### src/rtl/conv_sched_pkg.sv
// Package: shared phase type and code values for the conversion scheduler.
// Assumes the two-bit mode and rate codes used at the configuration port.
package conv_sched_pkg;

    typedef enum logic [1:0] {
        PH_IDLE   = 2'd0,
        PH_LAUNCH = 2'd1,
        PH_BUSY   = 2'd2
    } phase_t;

    localparam logic [1:0] MODE_OFF  = 2'b00;
    localparam logic [1:0] MODE_ONCE = 2'b01;
    localparam logic [1:0] MODE_RUN  = 2'b10;
    localparam logic [1:0] RATE_DEF  = 2'b01;

endpackage

### src/rtl/cs_mode_ctrl.sv
// Mode and rate holder. It applies configuration writes and keeps a
// pending-start flag for one-shot requests and for entry into continuous mode.
// Assumes: take_kick and retire_once come from the phase sequencer in the
// same cycle, and are derived from the combinational next values given here.
module cs_mode_ctrl
    import conv_sched_pkg::*;
(
    input  logic       clk,
    input  logic       srst_n,
    input  logic       cfg_wr,
    input  logic [1:0] cfg_mode,
    input  logic [1:0] cfg_rate,
    input  logic       take_kick,
    input  logic       retire_once,
    output logic [1:0] mode_nx,
    output logic       kick_nx,
    output logic [1:0] mode_q,
    output logic [1:0] rate_q
);
    logic kick_q;

    // Work out the mode and pending flag that follow this cycle's write.
    always_comb begin
        mode_nx = mode_q;
        kick_nx = kick_q;
        if (cfg_wr) begin
            mode_nx = cfg_mode;
            unique case (cfg_mode)
                MODE_OFF:  kick_nx = 1'b0;
                MODE_ONCE: kick_nx = 1'b1;
                default:   kick_nx = kick_q | ~mode_q[1];
            endcase
        end
    end

    // Register the mode, the pending flag and the rate.
    always_ff @(posedge clk) begin
        if (!srst_n) begin
            mode_q <= MODE_RUN;
            kick_q <= 1'b1;
            rate_q <= RATE_DEF;
        end else begin
            mode_q <= retire_once ? MODE_OFF : mode_nx;
            kick_q <= kick_nx & ~take_kick;
            if (cfg_wr) begin
                rate_q <= cfg_rate;
            end
        end
    end

endmodule

### src/rtl/cs_period_timer.sv
// Period timer. It counts timebase ticks since the last start and flags
// when the period for the current rate code has been reached.
// Assumes: restart is high in the start cycle only; the count saturates at
// the longest period.
module cs_period_timer #(
    parameter int unsigned BASE_TICKS = 2
) (
    input  logic       clk,
    input  logic       srst_n,
    input  logic       tick,
    input  logic       restart,
    input  logic [1:0] rate,
    output logic       due
);
    localparam int unsigned MAXP = 64 * BASE_TICKS;
    localparam int unsigned CW   = $clog2(MAXP + 1);

    logic [CW-1:0] cnt_q;
    logic [CW-1:0] limit;

    // Map the rate code to a period in ticks.
    always_comb begin
        unique case (rate)
            2'b00:   limit = CW'(BASE_TICKS * 64);
            2'b01:   limit = CW'(BASE_TICKS * 16);
            2'b10:   limit = CW'(BASE_TICKS * 4);
            default: limit = CW'(BASE_TICKS);
        endcase
    end

    assign due = (cnt_q >= limit);

    // Count ticks since the last start, saturating at the longest period.
    always_ff @(posedge clk) begin
        if (!srst_n || restart) begin
            cnt_q <= '0;
        end else if (tick && cnt_q != CW'(MAXP)) begin
            cnt_q <= cnt_q + 1'b1;
        end
    end

endmodule

### src/rtl/cs_conv_fsm.sv
// Phase sequencer. It issues the start pulse, waits for the converter,
// captures the reading and decides whether the next conversion follows at once.
// Assumes: conv_done is only meaningful in the busy phase.
module cs_conv_fsm
    import conv_sched_pkg::*;
#(
    parameter int unsigned TEMP_W = 12
) (
    input  logic              clk,
    input  logic              srst_n,
    input  logic              kick_nx,
    input  logic [1:0]        mode_nx,
    input  logic              due,
    input  logic              conv_done,
    input  logic [TEMP_W-1:0] conv_result,
    output logic              conv_start,
    output logic              take_kick,
    output logic              retire_once,
    output logic [TEMP_W-1:0] temp_q,
    output logic              conv_cmpl
);
    phase_t ph_q, ph_nx;
    logic   periodic_go;

    assign periodic_go = mode_nx[1] & due;
    assign conv_start  = (ph_q == PH_LAUNCH);

    // Choose the next phase and the side effects on the mode holder.
    always_comb begin
        ph_nx       = ph_q;
        take_kick   = 1'b0;
        retire_once = 1'b0;
        unique case (ph_q)
            PH_IDLE: begin
                if (kick_nx) begin
                    ph_nx     = PH_LAUNCH;
                    take_kick = 1'b1;
                end else if (periodic_go) begin
                    ph_nx = PH_LAUNCH;
                end
            end
            PH_LAUNCH: ph_nx = PH_BUSY;
            PH_BUSY: begin
                if (conv_done) begin
                    if (kick_nx) begin
                        ph_nx     = PH_LAUNCH;
                        take_kick = 1'b1;
                    end else if (periodic_go) begin
                        ph_nx = PH_LAUNCH;
                    end else begin
                        ph_nx       = PH_IDLE;
                        retire_once = (mode_nx == MODE_ONCE);
                    end
                end
            end
            default: ph_nx = PH_IDLE;
        endcase
    end

    // Register the phase, the captured reading and the completion strobe.
    always_ff @(posedge clk) begin
        if (!srst_n) begin
            ph_q      <= PH_IDLE;
            temp_q    <= '0;
            conv_cmpl <= 1'b0;
        end else begin
            ph_q      <= ph_nx;
            conv_cmpl <= (ph_q == PH_BUSY) && conv_done;
            if (ph_q == PH_BUSY && conv_done) begin
                temp_q <= conv_result;
            end
        end
    end

endmodule

### src/rtl/conv_sched.sv
// Conversion scheduler top. It joins the mode holder, the period timer and
// the phase sequencer. A general-call reset acts like the power-on reset.
// Assumes: every input is synchronous to clk; tick is a one-cycle pulse.
module conv_sched
    import conv_sched_pkg::*;
#(
    parameter int unsigned BASE_TICKS = 2,
    parameter int unsigned TEMP_W     = 12
) (
    input  logic              clk,
    input  logic              rst_n,
    input  logic              gc_reset,
    input  logic              tick,
    input  logic              cfg_wr,
    input  logic [1:0]        cfg_mode,
    input  logic [1:0]        cfg_rate,
    input  logic              conv_done,
    input  logic [TEMP_W-1:0] conv_result,
    output logic              conv_start,
    output logic              conv_cmpl,
    output logic [TEMP_W-1:0] temp_q,
    output logic [1:0]        mode_rd
);
    logic       srst_n;
    logic [1:0] mode_nx;
    logic       kick_nx;
    logic [1:0] rate_q;
    logic       take_kick;
    logic       retire_once;
    logic       due;

    assign srst_n = rst_n & ~gc_reset;

    cs_mode_ctrl i_mode (
        .clk         (clk),
        .srst_n      (srst_n),
        .cfg_wr      (cfg_wr),
        .cfg_mode    (cfg_mode),
        .cfg_rate    (cfg_rate),
        .take_kick   (take_kick),
        .retire_once (retire_once),
        .mode_nx     (mode_nx),
        .kick_nx     (kick_nx),
        .mode_q      (mode_rd),
        .rate_q      (rate_q)
    );

    cs_period_timer #(.BASE_TICKS(BASE_TICKS)) i_timer (
        .clk     (clk),
        .srst_n  (srst_n),
        .tick    (tick),
        .restart (conv_start),
        .rate    (rate_q),
        .due     (due)
    );

    cs_conv_fsm #(.TEMP_W(TEMP_W)) i_fsm (
        .clk         (clk),
        .srst_n      (srst_n),
        .kick_nx     (kick_nx),
        .mode_nx     (mode_nx),
        .due         (due),
        .conv_done   (conv_done),
        .conv_result (conv_result),
        .conv_start  (conv_start),
        .take_kick   (take_kick),
        .retire_once (retire_once),
        .temp_q      (temp_q),
        .conv_cmpl   (conv_cmpl)
    );

endmodule

### config.mk
export PLATFORM = sky130hd
export DESIGN_NAME = conv_sched
export DESIGN_NICKNAME = d
export VERILOG_FILES = /design/src/rtl/conv_sched_pkg.sv /design/src/rtl/cs_mode_ctrl.sv /design/src/rtl/cs_period_timer.sv /design/src/rtl/cs_conv_fsm.sv /design/src/rtl/conv_sched.sv
export SDC_FILE = /design/constraint.sdc
export NUM_CORES = 1
export LEC_CHECK = 0
export BUFFER_PORTS_ARGS = -buffer_cell sky130_fd_sc_hd__buf_2
export CAP_MARGIN = 20
export CORE_ASPECT_RATIO = 0.7
export CORE_MARGIN = 8
export CORE_UTILIZATION = 53
export DETAILED_ROUTE_END_ITERATION = 6
export GPL_TIMING_DRIVEN = 0
export PLACE_DENSITY_LB_ADDON = 0.08
export SLEW_MARGIN = 20
export SYNTH_ARGS = -nofsm -noshare
export SYNTH_HDL_FRONTEND = slang
export SYNTH_SLANG_ARGS = --single-unit
### constraint.sdc
create_clock -name clk -period 2.4 [get_ports clk]
set_clock_uncertainty 0.1 [all_clocks]
set_input_delay 0.24 -clock clk [delete_from_list [all_inputs] [get_ports clk]]
set_output_delay 0.24 -clock clk [all_outputs]
set_load 0.05 [all_outputs]
Yosys cells after proc, flatten, opt, wreduce, memory -nomap -nowiden
Cells that the tools add are included.
{"block": "word_totals", "mem_bits_ro": 0, "latchBits": 0, "reg_bits": 28, "inputBits": 22, "mem_bits_rw": 0, "mem_count": 0, "word_cells": 54, "out_inout_bits": 16}
{"block": "op_classes", "eq_ne": 9, "n_reduce_logical": 9, "n_bitwise": 8, "div": 0, "muxes": 18, "magnitude_cmp": 1, "n_shift": 0, "multipliers": 0, "addsub": 1}
{"op": "one-hot mux 8 bit (3 select lines)", "n": 1}
{"op": "2-to-1 mux 2 bit", "n": 6}
{"op": "adder 8 x 1 -> 8 bit (second input constant)", "n": 1}
{"op": "equality test 2 x 1 -> 1 bit (second input constant)", "n": 4}
{"op": "greater-or-equal comparator 8 bit", "n": 1}
{"op": "2-to-1 mux 1 bit", "n": 8}
{"op": "inequality test 8 bit (second input constant)", "n": 1}
{"op": "zero test 2 bit", "n": 3}
{"op": "one-hot mux 2 bit (3 select lines)", "n": 1}
{"op": "equality test 2 bit (second input constant)", "n": 2}
{"op": "NOT 1 bit", "n": 4}
{"op": "one-hot mux 1 bit (2 select lines)", "n": 2}
{"op": "AND 1 bit", "n": 3}
{"op": "inequality test 3 x 2 -> 1 bit (second input constant)", "n": 1}
{"op": "logical AND 1 bit", "n": 2}
{"op": "inequality test 2 bit (second input constant)", "n": 1}
{"op": "AND reduction 2 bit", "n": 1}
{"op": "OR reduction 2 bit", "n": 1}
{"op": "zero test 1 bit", "n": 1}
{"op": "logical OR 1 bit", "n": 1}
{"op": "OR 1 bit", "n": 1}

Depth between registers and ports, before layout
{"block": "logic_depth", "ltp_word": 9, "ltp_mapped": 6, "mapped_depth_nobuf": 6}

Hierarchy
A second synthesis with hierarchy kept.
{"block": "unflattened", "cells_unflattened": 145, "hier_area_um2": 1368.8}
{"module": "cs_conv_fsm", "area_each_um2": 628.1, "seq_area_each_um2": 300.3, "cells_each": 67, "instances": 1}
{"module": "cs_period_timer", "area_each_um2": 491.7, "seq_area_each_um2": 160.2, "cells_each": 55, "instances": 1}
{"module": "cs_mode_ctrl", "area_each_um2": 235.2, "seq_area_each_um2": 100.1, "cells_each": 22, "instances": 1}
{"module": "conv_sched", "area_each_um2": 13.8, "seq_area_each_um2": 0.0, "cells_each": 1, "instances": 1}

Least setup slack after synthesis
Ideal clock, no wire load.
{"block": "synth_timing", "path_kind": "reg-to-reg", "start": "register i_mode.rate_q[1]", "end": "register i_fsm.ph_q[0]", "stages_incl_launch_ff": 7, "arrival_time_ns": 1.346, "period_less_slack_ns": 1.575, "setup_ns": 0.129, "n_path_buf": 0, "setup_slack_ns": 0.825, "t_required_ns": 2.171, "cell_sequence": "dfxtp_1 and2_1 ha_1 nor2b_1 o31a_2 o2111ai_1 a31oi_1"}
{"block": "synth_via", "elab_chain_cells": 8, "word_cells_on_any_way": 12, "cone_classes": "order compare: 1; eq/ne: 3; mux: 5; bitwise: 1; reduce/logical: 2"}
{"element": "from (decl)", "line": "cs_mode_ctrl.sv:18", "rtl": "output logic [1:0] rate_q"}
{"element": "from (signal assigned)", "line": "cs_mode_ctrl.sv:46", "rtl": "rate_q <= cfg_rate;"}
{"element": "equality test 2 bit (tied with other cells)", "line": "cs_period_timer.sv:23", "rtl": "unique case (rate)"}
{"element": "one-hot mux 8 bit (3 select lines) (*)", "line": "cs_period_timer.sv:23"}
{"element": "greater-or-equal comparator 8 bit (*)", "line": "cs_period_timer.sv:31", "rtl": "assign due = (cnt_q >= limit);"}
{"element": "AND 1 bit (*)", "line": "cs_conv_fsm.sv:25", "rtl": "assign periodic_go = mode_nx[1] & due;"}
{"element": "2-to-1 mux 1 bit", "line": "cs_conv_fsm.sv:48", "rtl": "end else if (periodic_go) begin"}
{"element": "2-to-1 mux 2 bit", "line": "cs_conv_fsm.sv:45", "rtl": "if (kick_nx) begin"}
{"element": "2-to-1 mux 2 bit", "line": "cs_conv_fsm.sv:44", "rtl": "if (conv_done) begin"}
{"element": "one-hot mux 2 bit (3 select lines)", "line": "cs_conv_fsm.sv:33", "rtl": "unique case (ph_q)"}
{"element": "to (signal assigned)", "line": "cs_conv_fsm.sv:67", "rtl": "ph_q <= ph_nx;"}
{"element": "to (decl)", "line": "cs_conv_fsm.sv:22", "rtl": "phase_t ph_q, ph_nx;"}
Mark *: on every way between the ends. The rest lies on a longest branch, timed or not. The select of a mux whose other input is x is not followed.
A chain may end at the register's enable or synchronous reset.

Worst setup path after layout
Same ends and word-level chain as after synthesis.

==> results.yml <==
sta:
  fin_crit_sh: 0.711
  hold_ws_ps: 24.3
  fmax_ghz: 0.586
  maxSlewHeadroom: 0.708
  hold_viol_final: 0
  setup_viol: 0
  rsz0062_at_grt: "false"
  fin_ws_ps: 693
  period_minus_slack_ps: 1710
  worst_slew_pin_slew_ps: 438
  finalMaxSlewViolations: 0
  setup_tns_ps: 0
synthesis:
  synthCells: 146
  netlist_area_sq_mm: 0.00124
  synth_top_area_frac: 0.452
  syn_nets: 174
  yosys-top-cells-area: "dfxtp_1, nand2_1, a21oi_1, ha_1, nor2_1"
  synth-edff-count: 0
  ys_seq_area_frac: 0.452
  ys.flop_type: "dfxtp_1"
  synth_largest_area_cell: "dfxtp_1"
  async_flop_share: 0
  syn_avg_cell_area_sq_um: 8.50
  yosys_warnings: 0
  ys_types: 31
  ys_seq_elements: 28
power_and_ir_drop:
  cellLeakagePower_nw: 0.654
  power_frac_clock: 0.289
  p_int_mw: 0.596
  max-vdd-ir-drop_uv: 368
  p_sw_mw: 0.182
  p_sw_frac: 0.234
  powerDensity_mw_per_mm2: 519
  p_comb_frac: 0.097
  power_frac_seq: 0.614
  p_total_mw: 0.778
grt:
  grt_pass1_wl_um: 4630
  antenna_found_initial: 0
  grt_pass1_vias: 1073
  grt_max_degree: 16
  track_usage: 0.137
  gr-total-overflow: 0
clock_network:
  cts_root_buf: "clkbuf_4"
  clock-sinks: 28
  htree_levels: 1
  cts_inserted_buffers: 3
  clk_pin_slew_worst_paths_ps: 140
  cts_tree: "yes"
  cts.path.max_buffers: 2
  clock_latency_ps: 320
  cts_resized: 0
  postCtsSetupBuffers: 0
  holdBufCountCts: 0
setup_path:
  critical_path.cell_chain: "and2_1 > ha_1 > nor2b_1 > o31a_2 > o2111ai_1 > a31oi_1"
  slowest_stage: "dfxtp_1"
  path_delay_family: "compound AO/OA/AOI/OAI gates"
  crit_path_end_kind: "register"
  cp_max_fo: 5
  cpPeakStageDelay_ps: 370
  timing.rr.start: "i_mode.rate_q[1]"
  cp_data_required_time_ps: 2520
  arrival_ps: 1830
  cp-startpoint: "i_mode.rate_q[1]"
  cp-start-kind: "register"
  worstSetupPathType: "reg2reg"
  timing.critical_path.buf_inv: 0
floorplan:
  dieHeight_um: 56.5
  rows: 14
  pin_count: 38
  die_w_um: 73.8
  fp.dieArea_sq_mm: 0.00417
  core-area_sq_mm: 0.00219
  floorplan.initialDensity: 0.567
placement:
  dpl_cell_area_sq_mm: 0.00146
  pre_cts_ws_ps: 719
  place_hpwl_um: 2260
  numPortBuffers: 36
  gp_congestion: 0.841
outcome:
  status: "complete, no violations"
cells_and_area:
  layout-drive-gt1-share: 0.263
  fin_area_sq_mm: 0.00150
  n_antenna_cell: 0
  syn_to_final_growth_pct: 20.7
  nNetsFinal: 215
route:
  ant_nets: 0
  vias: 1105
  wirelength_um: 2770
  wl_per_cell_um: 12.7
  drtIter0Drc: 49
  drc: 0
  drt_first_pass_iters: 4
  vias_per_cell: 5.07
worst_hold_path:
  hold_path_class: "in2reg"
  min_from: "cfg_rate[0]"
run:
  maxCapViolCount: 0
## worst reg2reg max path: stages (launching register included)
cell and delay, ps:
dfxtp_1 370, and2_1 170, ha_1 270, nor2b_1 130
o31a_2 280, o2111ai_1 190, a31oi_1 100
## per-stage QoR
step	cells	utilization
2_1_floorplan	146	-
3_3_place_gp	214	0.667
3_5_place_dp	214	0.667
4_1_cts	218	0.684
5_1_grt	218	0.684
6_report	218	0.684
## cell usage after synthesis, types with 2 or more instances
| cell | instances |
|---|---|
| or2_2 | 2 |
| mux2i_1 | 4 |
| ha_1 | 6 |
| o21ai_0 | 3 |
| nor2_1 | 12 |
| xor2_1 | 5 |
| inv_1 | 6 |
| nand2_1 | 31 |
| clkbuf_1 | 2 |
| nand4_1 | 4 |
| dfxtp_1 | 28 |
| buf_2 | 2 |
| a21oi_1 | 17 |
| nand2b_1 | 5 |
| nor2b_1 | 3 |
## worst paths after layout
kind | slack, ps | endpoint | depth (start not counted)
worst max-delay path | 690 | i_fsm.ph_q[0] | 6
worst min-delay path | 20 | i_mode.rate_q[0] | 3
worst max register to register | 690 | i_fsm.ph_q[0] | 6
worst min register to register | 360 | i_fsm.temp_q[10] | 2
## cell type report
class,count,area (sq um)
fillers,199,692
multi-input cells,107,629
flip-flops and latches,28,561
repair buffers,36,180
well taps,32,40.0
clock buffers,4,36.3
plain buffers,5,28.8
inverters,6,22.5
## state kept, by name (all words and copies together), names as in the netlist
signal,flops
i_fsm.temp_q,12
i_timer.cnt_q,8
i_fsm.ph_q,2
i_mode.mode_q,2
i_mode.rate_q,2
i_fsm.conv_cmpl,1
i_mode.kick_q,1
## power by group through the flow
stage / clock network [mW] / registers [mW] / logic, mW
floorplan: 0 / 0.494 / 0.0394
global placement: 0 / 0.487 / 0.0727
detailed placement: 0 / 0.488 / 0.0757
CTS: 0.233 / 0.478 / 0.0758
global route: 0.249 / 0.479 / 0.0837
finish: 0.225 / 0.478 / 0.0753
## logic make-up after synthesis
logic type | synth area share
adders and majority gates | 0.0605
xor gates and xnor gates | 0.0423
DFF | 0.452
and+or+nand+nor | 0.244
muxes | 0.0323
AOI/OAI and AO/OA | 0.128
buffers and inverters | 0.0413
## cell usage in the layout, fill, tap and decap left out, drive strengths merged, types with 4 or more instances in the layout
master	Yosys	routed
nand4	4	4
nor2	12	12
ha	6	6
nand2	31	31
clkbuf	2	6
dfxtp	28	28
inv	6	6
nand2b	5	5
xor2	5	5
a21oi	17	17
buf	3	39
mux2i	4	4
## routing by layer
metal	up-vias	track usage	share of wire
li1	570	-	-
met1	491	0.165	0.46
met2	38	0.218	0.44
met3	6	0.0513	0.085
met4	0	0.0397	0.013
met5	-	0	0
Power figures use the tool's default switching activity.
